## config.mk

```make
export PLATFORM = sky130hd
export DESIGN_NAME = xlat_walker
export DESIGN_NICKNAME = d
export VERILOG_FILES = /design/src/rtl/xlat_pkg.sv /design/src/rtl/xlat_l1_decode.sv /design/src/rtl/xlat_l2_decode.sv /design/src/rtl/xlat_perm_check.sv /design/src/rtl/xlat_walker.sv
export SDC_FILE = /design/constraint.sdc
export NUM_CORES = 1
export LEC_CHECK = 0
export BUFFER_PORTS_ARGS = -buffer_cell sky130_fd_sc_hd__buf_2
export CAP_MARGIN = 25
export CORE_ASPECT_RATIO = 1.25
export CORE_MARGIN = 4
export CORE_UTILIZATION = 25
export DETAILED_ROUTE_END_ITERATION = 8
export PLACE_DENSITY = 0.46
export SETUP_SLACK_MARGIN = 0.4
export SYNTH_ARGS = -nofsm -noshare
export SYNTH_HDL_FRONTEND = slang
export SYNTH_SLANG_ARGS = --single-unit
export TNS_END_PERCENT = 50
```

## constraint.sdc

```tcl
create_clock -name clk -period 6.9 [get_ports clk]
set_input_delay 0.69 -clock clk [delete_from_list [all_inputs] [get_ports clk]]
set_output_delay 0.69 -clock clk [all_outputs]
set_load 0.005 [all_outputs]
```

## src/rtl/xlat_pkg.sv

```systemverilog
package xlat_pkg;

  localparam int unsigned VA_W      = 32;
  localparam int unsigned DESC_W    = 32;
  localparam int unsigned L1_IDX_W  = 12;
  localparam int unsigned L2_IDX_W  = 8;
  localparam int unsigned WORD_B    = 2;
  localparam int unsigned DOM_W     = 4;
  localparam int unsigned AP_W      = 2;
  localparam int unsigned CB_W      = 2;
  localparam int unsigned TYPE_W    = 2;

  localparam int unsigned L1_IDX_LO = VA_W - L1_IDX_W;
  localparam int unsigned L2_IDX_LO = L1_IDX_LO - L2_IDX_W;
  localparam int unsigned L1_TBL_SH = L1_IDX_W + WORD_B;
  localparam int unsigned L2_TBL_SH = L2_IDX_W + WORD_B;

  localparam int unsigned SECT_SH   = L1_IDX_LO;
  localparam int unsigned SUPER_SH  = 24;
  localparam int unsigned LARGE_SH  = 16;
  localparam int unsigned SMALL_SH  = L2_IDX_LO;
  localparam int unsigned TINY_SH   = 10;

  localparam int unsigned SUPER_BIT = 18;
  localparam int unsigned DOM_LO    = 5;
  localparam int unsigned CB_LO     = 2;
  localparam int unsigned AP1_LO    = 10;
  localparam int unsigned AP2_LO    = 4;

  localparam logic [VA_W-1:0] L2_IDX_MASK = VA_W'((1 << L2_IDX_W) - 1);

  localparam logic [TYPE_W-1:0] T1_EMPTY  = 2'b00;
  localparam logic [TYPE_W-1:0] T1_TABLE  = 2'b01;
  localparam logic [TYPE_W-1:0] T1_SECT   = 2'b10;
  localparam logic [TYPE_W-1:0] T2_EMPTY  = 2'b00;
  localparam logic [TYPE_W-1:0] T2_LARGE  = 2'b01;
  localparam logic [TYPE_W-1:0] T2_SMALL  = 2'b10;

  localparam logic [AP_W-1:0] AP_NONE    = 2'b00;
  localparam logic [AP_W-1:0] AP_PRIV    = 2'b01;
  localparam logic [AP_W-1:0] AP_USER_RO = 2'b10;

  typedef enum logic [2:0] {
    K_NONE, K_SECT, K_SUPER, K_LARGE, K_SMALL, K_TINY
  } kind_e;

  typedef enum logic [2:0] {
    F_NONE, F_L1_EMPTY, F_L1_RSVD, F_L2_EMPTY, F_PERM
  } fault_e;

  typedef struct packed {
    logic [VA_W-1:0]  paddr;
    logic [DOM_W-1:0] dom;
    logic [AP_W-1:0]  ap;
    logic [CB_W-1:0]  cb;
    kind_e            kind;
    fault_e           fc;
  } walk_res_t;

  // Mask that keeps bits [VA_W-1:sh].
  function automatic logic [VA_W-1:0] hi_mask(input int unsigned sh);
    logic [VA_W-1:0] m;
    m = {VA_W{1'b1}} << sh;
    return m;
  endfunction

  // Upper bits from the descriptor, lower sh bits from the virtual address.
  function automatic logic [VA_W-1:0] splice(input logic [DESC_W-1:0] d,
                                             input logic [VA_W-1:0] va,
                                             input int unsigned sh);
    return (d & hi_mask(sh)) | (va & ~hi_mask(sh));
  endfunction

  function automatic logic [VA_W-1:0] l1_word_addr(input logic [VA_W-1:0] tbase,
                                                   input logic [VA_W-1:0] va);
    return (tbase & hi_mask(L1_TBL_SH)) | ((va >> L1_IDX_LO) << WORD_B);
  endfunction

  function automatic logic [VA_W-1:0] l2_word_addr(input logic [DESC_W-1:0] d,
                                                   input logic [VA_W-1:0] va);
    return (d & hi_mask(L2_TBL_SH)) | (((va >> L2_IDX_LO) & L2_IDX_MASK) << WORD_B);
  endfunction

  // Permission pair number q taken from the second-level word.
  function automatic logic [AP_W-1:0] ap_pair(input logic [DESC_W-1:0] d,
                                              input logic [1:0] q);
    int unsigned idx;
    idx = AP2_LO + AP_W * int'(q);
    return d[idx +: AP_W];
  endfunction

  function automatic logic perm_allows(input logic [AP_W-1:0] ap,
                                       input logic priv,
                                       input logic wr);
    logic ok;
    unique case (ap)
      AP_NONE:    ok = 1'b0;
      AP_PRIV:    ok = priv;
      AP_USER_RO: ok = priv | ~wr;
      default:    ok = 1'b1;
    endcase
    return ok;
  endfunction

endpackage

```

## src/rtl/xlat_l1_decode.sv

```systemverilog
module xlat_l1_decode
  import xlat_pkg::*;
(
  input  logic [DESC_W-1:0] desc,
  input  logic [VA_W-1:0]   va,
  output walk_res_t         res,
  output logic              descend
);

  always_comb begin
    res     = '0;
    descend = 1'b0;
    unique case (desc[TYPE_W-1:0])
      T1_EMPTY: res.fc = F_L1_EMPTY;
      T1_TABLE: begin
        descend = 1'b1;
        res.dom = desc[DOM_LO +: DOM_W];
      end
      T1_SECT: begin
        res.dom = desc[DOM_LO +: DOM_W];
        res.ap  = desc[AP1_LO +: AP_W];
        res.cb  = desc[CB_LO +: CB_W];
        if (desc[SUPER_BIT]) begin
          res.kind  = K_SUPER;
          res.paddr = splice(desc, va, SUPER_SH);
        end else begin
          res.kind  = K_SECT;
          res.paddr = splice(desc, va, SECT_SH);
        end
      end
      default: res.fc = F_L1_RSVD;
    endcase
  end

endmodule

```

## src/rtl/xlat_l2_decode.sv

```systemverilog
module xlat_l2_decode
  import xlat_pkg::*;
(
  input  logic [DESC_W-1:0] desc,
  input  logic [VA_W-1:0]   va,
  input  logic [DOM_W-1:0]  dom_in,
  output walk_res_t         res
);

  logic [1:0] large_q;
  logic [1:0] small_q;

  assign large_q = va[LARGE_SH-1 -: 2];
  assign small_q = va[SMALL_SH-1 -: 2];

  always_comb begin
    res     = '0;
    res.dom = dom_in;
    unique case (desc[TYPE_W-1:0])
      T2_EMPTY: res.fc = F_L2_EMPTY;
      T2_LARGE: begin
        res.kind  = K_LARGE;
        res.paddr = splice(desc, va, LARGE_SH);
        res.ap    = ap_pair(desc, large_q);
        res.cb    = desc[CB_LO +: CB_W];
      end
      T2_SMALL: begin
        res.kind  = K_SMALL;
        res.paddr = splice(desc, va, SMALL_SH);
        res.ap    = ap_pair(desc, small_q);
        res.cb    = desc[CB_LO +: CB_W];
      end
      default: begin
        res.kind  = K_TINY;
        res.paddr = splice(desc, va, TINY_SH);
        res.ap    = ap_pair(desc, 2'd0);
        res.cb    = desc[CB_LO +: CB_W];
      end
    endcase
  end

endmodule

```

## src/rtl/xlat_perm_check.sv

```systemverilog
module xlat_perm_check
  import xlat_pkg::*;
(
  input  logic [AP_W-1:0] ap,
  input  logic            priv,
  input  logic            wr,
  output logic            ok
);

  assign ok = perm_allows(ap, priv, wr);

endmodule

```

## src/rtl/xlat_walker.sv

```systemverilog
module xlat_walker
  import xlat_pkg::*;
(
  input  logic              clk,
  input  logic              rst_n,
  input  logic              req_valid,
  output logic              req_ready,
  input  logic [VA_W-1:0]   req_vaddr,
  input  logic [VA_W-1:0]   req_tbase,
  input  logic              req_priv,
  input  logic              req_write,
  output logic              mem_req_valid,
  input  logic              mem_req_ready,
  output logic [VA_W-1:0]   mem_req_addr,
  input  logic              mem_rsp_valid,
  input  logic [DESC_W-1:0] mem_rsp_data,
  output logic              rsp_valid,
  output logic [VA_W-1:0]   rsp_paddr,
  output logic [DOM_W-1:0]  rsp_domain,
  output logic [AP_W-1:0]   rsp_ap,
  output logic [CB_W-1:0]   rsp_cb,
  output logic [2:0]        rsp_kind,
  output logic              rsp_fault,
  output logic [2:0]        rsp_fcode
);

  typedef enum logic [2:0] {
    S_IDLE, S_L1_REQ, S_L1_WAIT, S_L2_REQ, S_L2_WAIT, S_RESP
  } state_e;

  state_e            state;
  logic [VA_W-1:0]   va_q;
  logic [VA_W-1:0]   tbase_q;
  logic              priv_q;
  logic              wr_q;
  logic [DESC_W-1:0] l1d_q;
  walk_res_t         res_q;

  // Named internal events.
  logic walk_start;
  logic l1_done;
  logic l2_done;
  logic walk_end;

  walk_res_t l1_res;
  walk_res_t l2_res;
  walk_res_t dec_sel;
  walk_res_t final_res;
  logic      l1_descend;
  logic      perm_ok;

  assign walk_start = req_valid && req_ready;
  assign l1_done    = (state == S_L1_WAIT) && mem_rsp_valid;
  assign l2_done    = (state == S_L2_WAIT) && mem_rsp_valid;
  assign walk_end   = (l1_done && !l1_descend) || l2_done;

  xlat_l1_decode u_l1 (
    .desc    (mem_rsp_data),
    .va      (va_q),
    .res     (l1_res),
    .descend (l1_descend)
  );

  xlat_l2_decode u_l2 (
    .desc   (mem_rsp_data),
    .va     (va_q),
    .dom_in (l1d_q[DOM_LO +: DOM_W]),
    .res    (l2_res)
  );

  assign dec_sel = (state == S_L2_WAIT) ? l2_res : l1_res;

  xlat_perm_check u_perm (
    .ap   (dec_sel.ap),
    .priv (priv_q),
    .wr   (wr_q),
    .ok   (perm_ok)
  );

  always_comb begin
    final_res = dec_sel;
    if (dec_sel.fc == F_NONE && !perm_ok) begin
      final_res.fc    = F_PERM;
      final_res.paddr = '0;
      final_res.kind  = K_NONE;
    end
  end

  assign req_ready     = (state == S_IDLE);
  assign mem_req_valid = (state == S_L1_REQ) || (state == S_L2_REQ);
  assign mem_req_addr  = (state == S_L2_REQ) ? l2_word_addr(l1d_q, va_q)
                                             : l1_word_addr(tbase_q, va_q);

  always_ff @(posedge clk) begin
    if (!rst_n) begin
      state   <= S_IDLE;
      va_q    <= '0;
      tbase_q <= '0;
      priv_q  <= 1'b0;
      wr_q    <= 1'b0;
      l1d_q   <= '0;
      res_q   <= '0;
    end else begin
      unique case (state)
        S_IDLE: if (walk_start) begin
          va_q    <= req_vaddr;
          tbase_q <= req_tbase;
          priv_q  <= req_priv;
          wr_q    <= req_write;
          state   <= S_L1_REQ;
        end
        S_L1_REQ: if (mem_req_ready) state <= S_L1_WAIT;
        S_L1_WAIT: if (l1_done) begin
          if (l1_descend) begin
            l1d_q <= mem_rsp_data;
            state <= S_L2_REQ;
          end else begin
            res_q <= final_res;
            state <= S_RESP;
          end
        end
        S_L2_REQ: if (mem_req_ready) state <= S_L2_WAIT;
        S_L2_WAIT: if (l2_done) begin
          res_q <= final_res;
          state <= S_RESP;
        end
        S_RESP: state <= S_IDLE;
        default: state <= S_IDLE;
      endcase
    end
  end

  assign rsp_valid  = (state == S_RESP);
  assign rsp_paddr  = res_q.paddr;
  assign rsp_domain = res_q.dom;
  assign rsp_ap     = res_q.ap;
  assign rsp_cb     = res_q.cb;
  assign rsp_kind   = res_q.kind;
  assign rsp_fcode  = res_q.fc;
  assign rsp_fault  = (res_q.fc != F_NONE);

  // Only one read in flight: an accepted address is not re-offered next cycle.
  p_single_read_r1: assert property (@(posedge clk) disable iff (!rst_n)
    (mem_req_valid && mem_req_ready) |=> !mem_req_valid);

  // A stalled address stays offered and unchanged.
  p_hold_addr_r1: assert property (@(posedge clk) disable iff (!rst_n)
    (mem_req_valid && !mem_req_ready) |=> (mem_req_valid && $stable(mem_req_addr)));

  // Once a walk starts, no further request is taken.
  p_busy_r1: assert property (@(posedge clk) disable iff (!rst_n)
    walk_start |=> !req_ready);

  // A walk that stops at level one answers next without a second read.
  p_one_read_r3: assert property (@(posedge clk) disable iff (!rst_n)
    (l1_done && !l1_descend) |=> (rsp_valid && !mem_req_valid));

  // A faulting result carries no address and no kind.
  p_fault_clean_r11: assert property (@(posedge clk) disable iff (!rst_n)
    (rsp_valid && rsp_fault) |-> (rsp_paddr == '0 && rsp_kind == 3'd0));

  // A granted result never has the deny-all permission.
  p_granted_ap_r11: assert property (@(posedge clk) disable iff (!rst_n)
    (rsp_valid && !rsp_fault) |-> (rsp_ap != AP_NONE));

  // Result strobe is a single pulse followed by idle.
  p_pulse_r12: assert property (@(posedge clk) disable iff (!rst_n)
    rsp_valid |=> (!rsp_valid && req_ready));

  // Every completed decode leads to a strobe on the next cycle.
  p_end_strobe_r12: assert property (@(posedge clk) disable iff (!rst_n)
    walk_end |=> rsp_valid);

endmodule

```

Word-level counts from Yosys, hierarchy flattened
Index checks and enable logic that the tools add are counted.
{ "classes": {"addsub": 2, "multipliers": 0, "div": 0, "magnitude_cmp": 0, "eq_ne": 15, "shifts": 2, "mux": 26, "bitwise": 9, "n_reduce_logical": 17} }
{ "op_table": {"columns": ["cell", "count"], "rows": [
  ["two-way mux 46 bit", 4],
  ["two-way mux 32 bit", 4],
  ["one-hot mux 32 bit (3 select lines)", 1],
  ["one-hot mux 46 bit (2 select lines)", 1],
  ["variable part select 32 x 33 -> 2 bit", 2],
  ["OR 32 x 10 -> 32 bit", 2],
  ["OR 32 x 12 -> 32 bit", 1],
  ["OR 32 x 14 -> 32 bit", 1],
  ["OR 32 x 16 -> 32 bit", 1],
  ["OR 32 x 20 -> 32 bit", 1],
  ["OR 32 x 24 -> 32 bit", 1],
  ["one-hot mux 7 bit (3 select lines)", 1],
  ["two-way mux 3 bit", 6],
  ["one-hot mux 3 bit (5 select lines)", 1],
  ["!= test 2 bit (second input constant)", 5],
  ["adder 3 x 3 -> 4 bit (first input constant)", 2],
  ["two-way mux 7 bit", 1],
  ["equality test 3 x 2 -> 1 bit (second input constant)", 2],
  ["equality test 3 bit (second input constant)", 2],
  ["logical NOT 3 bit", 2],
  ["two-way mux 6 bit", 1],
  ["AND reduction 5 bit", 1],
  ["equality test 2 x 1 -> 1 bit (second input constant)", 2],
  ["equality test 2 bit (second input constant)", 2],
  ["other kinds (19)", 24]
]} }
{ "totals": {"regBits": 147, "latch_bits": 0, "ramBits": 0, "rom_bits": 0, "inputBits": 103, "out_inout_bits": 82, "elab_cells": 83, "n_memories": 0} }

Depth between registers and ports, before layout
{ "logic_depth": {"word_depth": 12, "mapped_depth": 11, "depth_no_buf": 8} }

Cells and area by module
A second synthesis with hierarchy kept.
{ "hier_totals": {"hier_cells": 720, "area_unflattened_um2": 6528.8} }
{ "by_module_without_submodules": {"columns": ["module", "instances", "cells_per_inst", "area_per_inst_um2", "seq_area_each_um2"], "rows": [
  ["xlat_walker", 1, 578, 5497.8, 2542.4],
  ["xlat_l2_decode", 1, 79, 566.8, 0.0],
  ["xlat_l1_decode", 1, 60, 442.9, 0.0],
  ["xlat_perm_check", 1, 3, 21.3, 0.0]
]} }

Worst setup path before layout
No wires, ideal clock.
{ "synth_timing": {"path_kind": "input-to-reg", "from": "input mem_rsp_data[0]", "to": "register res_q, in the netlist rsp_paddr[15]", "setup_ps": 136, "arrival_ps": 2824, "slack_ps": 3940, "path_stages": 9, "path_buffers": 1, "path_cell_list": "inv_1 > ha_1 > mux2i_2 > mux2_4 > a221oi_2 > o21ai_0 > a221oi_4 > buf_6 > o32ai_1"} }
{ "synth_via": {"elab_chain_len": 11} }
{ "synth_rtl": {"columns": ["element", "line_no", "rtl"], "rows": [
  ["from (decl)", "xlat_walker.sv:16", "input logic [DESC_W-1:0] mem_rsp_data,"],
  ["variable part select 32 x 33 -> 2 bit (tied with other cells)", "xlat_pkg.sv:89", "return d[idx +: AP_W];"],
  ["one-hot mux 7 bit (3 select lines) / two-way mux 7 bit (equally long branches)", "xlat_l2_decode.sv:19, xlat_l1_decode.sv:13", null],
  ["two-way mux 46 bit", "xlat_walker.sv:71", "assign dec_sel = (state == S_L2_WAIT) ? l2_res : l1_res;"],
  ["equality test 2 bit (tied with other cells)", "xlat_pkg.sv:96", "unique case (ap)"],
  ["one-hot mux 1 bit (3 select lines)", "xlat_pkg.sv:96", null],
  ["logical NOT 1 bit", "xlat_walker.sv:82", "if (dec_sel.fc == F_NONE && !perm_ok) begin"],
  ["logical AND 1 bit", "xlat_walker.sv:82", null],
  ["two-way mux 32 bit", "xlat_walker.sv:82", null],
  ["two-way mux 46 bit", "xlat_walker.sv:114", "if (l1_descend) begin"],
  ["two-way mux 46 bit", "xlat_walker.sv:113", "S_L1_WAIT: if (l1_done) begin"],
  ["one-hot mux 46 bit (2 select lines)", "xlat_walker.sv:104", "unique case (state)"],
  ["to (signal assigned)", "xlat_walker.sv:118", "res_q <= final_res;"],
  ["to (signal assigned)", "xlat_walker.sv:124", "res_q <= final_res;"],
  ["to (decl)", "xlat_walker.sv:37", "walk_res_t res_q;"]
]} }
Several ways; a longest one is shown, not always the timed one. The select of a mux whose other input is x is not followed.
A chain may end at the register's enable or synchronous reset.

Worst setup path after layout
{ "layout_timing": {"from": "input mem_rsp_data[0]", "to": "register res_q, in the netlist rsp_paddr[23]"} }
Same word-level chain as after synthesis.

==> flow_summary_export.csv <==
group,metric,value,unit
run_status,status,"finished clean",
grt,antenna_found_initial,0,
placement,place.detailed.hpwl,13090,um
power_and_ir_drop,power.density,259.7,mW/mm^2
clock_network,numCtsBuffers,17,
power_and_ir_drop,leakage,3.084,nW
floorplanning,die_h,176.9,um
timing,drv_slew,0,
grt,grt_pass1_vias,5225,
grt,grt_max_degree,86,
grt,grt_first_pass_wirelength,29930,um
grt,grt_overflow,0,
cells_and_area,multi_input_area,0.002920,mm^2
timing,slew-limit-headroom,0.3207,
cells_and_area,fillers,2452,
route,drcViolationCount,0,
placement,place.gp.congestion,0.8020,
setup_path,worst_ep_arrival_time,4.07,ns
setup_path,cp_slowest_stage_delay,0.80,ns
route,drt_iter0_drc,293,
clock_network,clock_path_buffers,2,
yosys,syn_inst,678,
clock_network,cts_max_level,4,
route,vias_per_cell,4.632,
yosys,synthArstFlopShare,0,
yosys,synth_area_per_cell,8.411,um^2
setup_path,slowest_stage,"a221oi_4",
setup_path,crit_path_start_kind,"input port",
route,first_pass_iters,5,
yosys,synthSimpleGateAreaFrac,0.2018,
setup_path,path_max_fanout,19,
placement,numPortBuffers,168,
timing,worst_pin_slew,1.016,ns
floorplanning,core_area,0.02236,mm^2
yosys,yosysSeqAreaShare,0.4458,
yosys,synth_warnings,0,
yosys,synthXorXnorAreaFrac,0,
yosys,synthDistinctLibCells,47,
clock_network,path_clk_slew,0.06,ns
cells_and_area,fin_nets,928,
cells_and_area,layout_common_cells,"nand2_1 (218), buf_2 (167), dfxtp_1 (127), a21boi_0 (82), mux2_2 (31)",
clock_network,cts_sinks,127,
cells_and_area,final_common_cell,"nand2_1",
yosys,yosys_most_used_dff,"dfxtp_1",
clock_network,cts_tree,"built",
cells_and_area,drive_above_1_share,0.3017,
clock_network,cts_resized,0,
floorplanning,start_util,0.2550,
yosys,synth_area,0.005703,mm^2
power_and_ir_drop,ir_worst_vdd,0.0001680,V
timing,setup_violations,0,
route,post_drt_wl_per_cell,17.15,um
timing,finClkSkew,0.009692,ns
clock_network,clock_latency,0.42,ns
timing,fin_crit,3.791,ns
yosys,synth_seq_cells,127,
cells_and_area,utilization,0.3283,
setup_path,worstSetupEndpointType,"register",
timing,rsz0062_at_grt,"no",
timing,setup_tns,0,ns
yosys,synthAdderAreaFrac,0.01316,
timing,min_period_over_period,0.5494,
route,vias,5165,
setup_path,crit_chain,"buf_2 > inv_1 > ha_1 > mux2i_2 > mux2_4 > a221oi_2 > o21ai_0 > a221oi_4 > buf_4 > o32ai_1",
cells_and_area,syn2layout_area_growth,28.74,%
setup_path,cp_data_required_time,7.18,ns
floorplanning,pin_count,185,
hold_path,hold_path.class,"register to register",
yosys,synth_top_family_by_area,"compound AO/OA/AOI/OAI gates",
yosys,synth_enable_flop_cells,0,
setup_path,crit_buf_inv,3,
cells_and_area,ff_latch_area,0.002542,mm^2
timing,fmax,263.8,MHz
cells_and_area,n_antenna_cell,0,
yosys,synthMuxAreaShare,0.08030,
clock_network,post_cts_buffers,0,
floorplanning,die-area,0.02531,mm^2
floorplanning,die_w,143.1,um
route,routed_wl,19120,um
run,max-cap-violations,0,
floorplanning,rows,61,
route,drt.antenna.violating_nets,0,
clock_network,root_buffer,"clkbuf_16",
grt,grt_use_total,0.1532,
clock_network,hold_buffers,0,
setup_path,path_class,"input port to register",
timing,hold_viol,0,
yosys,synth-compound-area-share,0.2122,
setup_path,cpLargestDelayFamily,"compound AO/OA/AOI/OAI gates",
## Yosys cell counts, drive strengths merged, types with 5 or more instances
| cell type | count | area (um^2) |
|---|---|---|
| dfxtp | 127 | 2542 |
| ha | 6 | 75.07 |
| clkbuf | 47 | 176.4 |
| nand3 | 28 | 140.1 |
| nor2 | 10 | 37.54 |
| nand2 | 219 | 822.0 |
| o211a | 5 | 50.05 |
| a32oi | 6 | 52.55 |
| o21ai | 28 | 140.1 |
| buf | 9 | 67.55 |
| mux2 | 32 | 364.1 |
| a21boi | 82 | 615.6 |
| a21oi | 5 | 25.02 |
| inv | 5 | 18.77 |
| nor2b | 7 | 43.79 |
| a22oi | 6 | 45.04 |
| o32ai | 15 | 131.4 |
| mux2i | 9 | 93.84 |
## metal layers
| layer | vias up | GRT usage | wire (um) |
|---|---|---|---|
| met5 | - | 0 | 0 |
| li1 | 2596 | - | - |
| met4 | 0 | 0.05151 | 314 |
| met3 | 20 | 0.02730 | 858 |
| met2 | 147 | 0.2547 | 9281 |
| met1 | 2402 | 0.2000 | 8669 |
## per-stage QoR
stage               instances  total power [mW]  worst slack, ns  cell area, um^2  hold WS, ns
CTS                      1115             1.935            3.149             7342       0.4517
global route             1115             1.990            2.943             7342       0.4693
detailed placement       1083             1.001            2.716             6746       0.4387
global placement         1083             1.001            2.705             6746       0.4301
finish                   1115             1.907            3.109             7342       0.4451
floorplan                 679            0.9104            3.940             5707       0.4400
## report_power, final
group,switching [mW],internal (mW),leakage [nW],total [mW]
registers,0.0182,0.760,1.03,0.778
clock network,0.358,0.569,0.294,0.927
logic,0.121,0.0814,1.76,0.202
total,0.497,1.41,3.08,1.91
## worst register-to-register path: cells and delay by family, from the launching register on
kind                   cells  cell delay, ns
AO/OA/AOI/OAI              4            1.47
buffers and inverters      1            0.40
flip-flops                 1            0.54
AND/OR/NAND/NOR            1            0.71
## state kept, by name, indices dropped and copies added (netlist names)
signal      flops
va_q           32
rsp_paddr      32
rsp_domain      4
rsp_kind        3
state           3
rsp_cb          2
wr_q            1
tbase_q        18
rsp_fcode       3
l1d_q          26
priv_q          1
rsp_ap          2
## cell families (layout without fill, tap and decap cells)
group	Yosys count	after routing
multiplexers	41	41
AO/OA/AOI/OAI	163	163
flip-flops	127	127
buffers and inverters	61	214
adder cells (fa/ha/maj)	6	6
AND/OR/NAND/NOR	279	279
other	1	2
## cell type report
class	count	area share
Multi-Input combinational cell	491	0.3978
Inverter	5	0.002556
Clock inverter	14	0.02267
Sequential cell	127	0.3463
Tap cell	283	0.04823
Timing Repair Buffer	177	0.1241
Clock buffer	18	0.05845
## final timing paths
path | startpoint | end | slack [ns] | cells past startpoint
worst max register to register | state[2]$_SDFFE_PN0P_ | rsp_paddr[23]$_SDFFE_PN0P_ | 3.67 | 6
worst min-delay path | rsp_paddr[0]$_SDFFE_PN0P_ | rsp_paddr[0]$_SDFFE_PN0P_ | 0.45 | 2
worst max-delay path | mem_rsp_data[0] | rsp_paddr[23]$_SDFFE_PN0P_ | 3.11 | 10
worst min register to register | rsp_paddr[0]$_SDFFE_PN0P_ | rsp_paddr[0]$_SDFFE_PN0P_ | 0.45 | 2
Note: power is estimated with default switching activity, not from simulation.
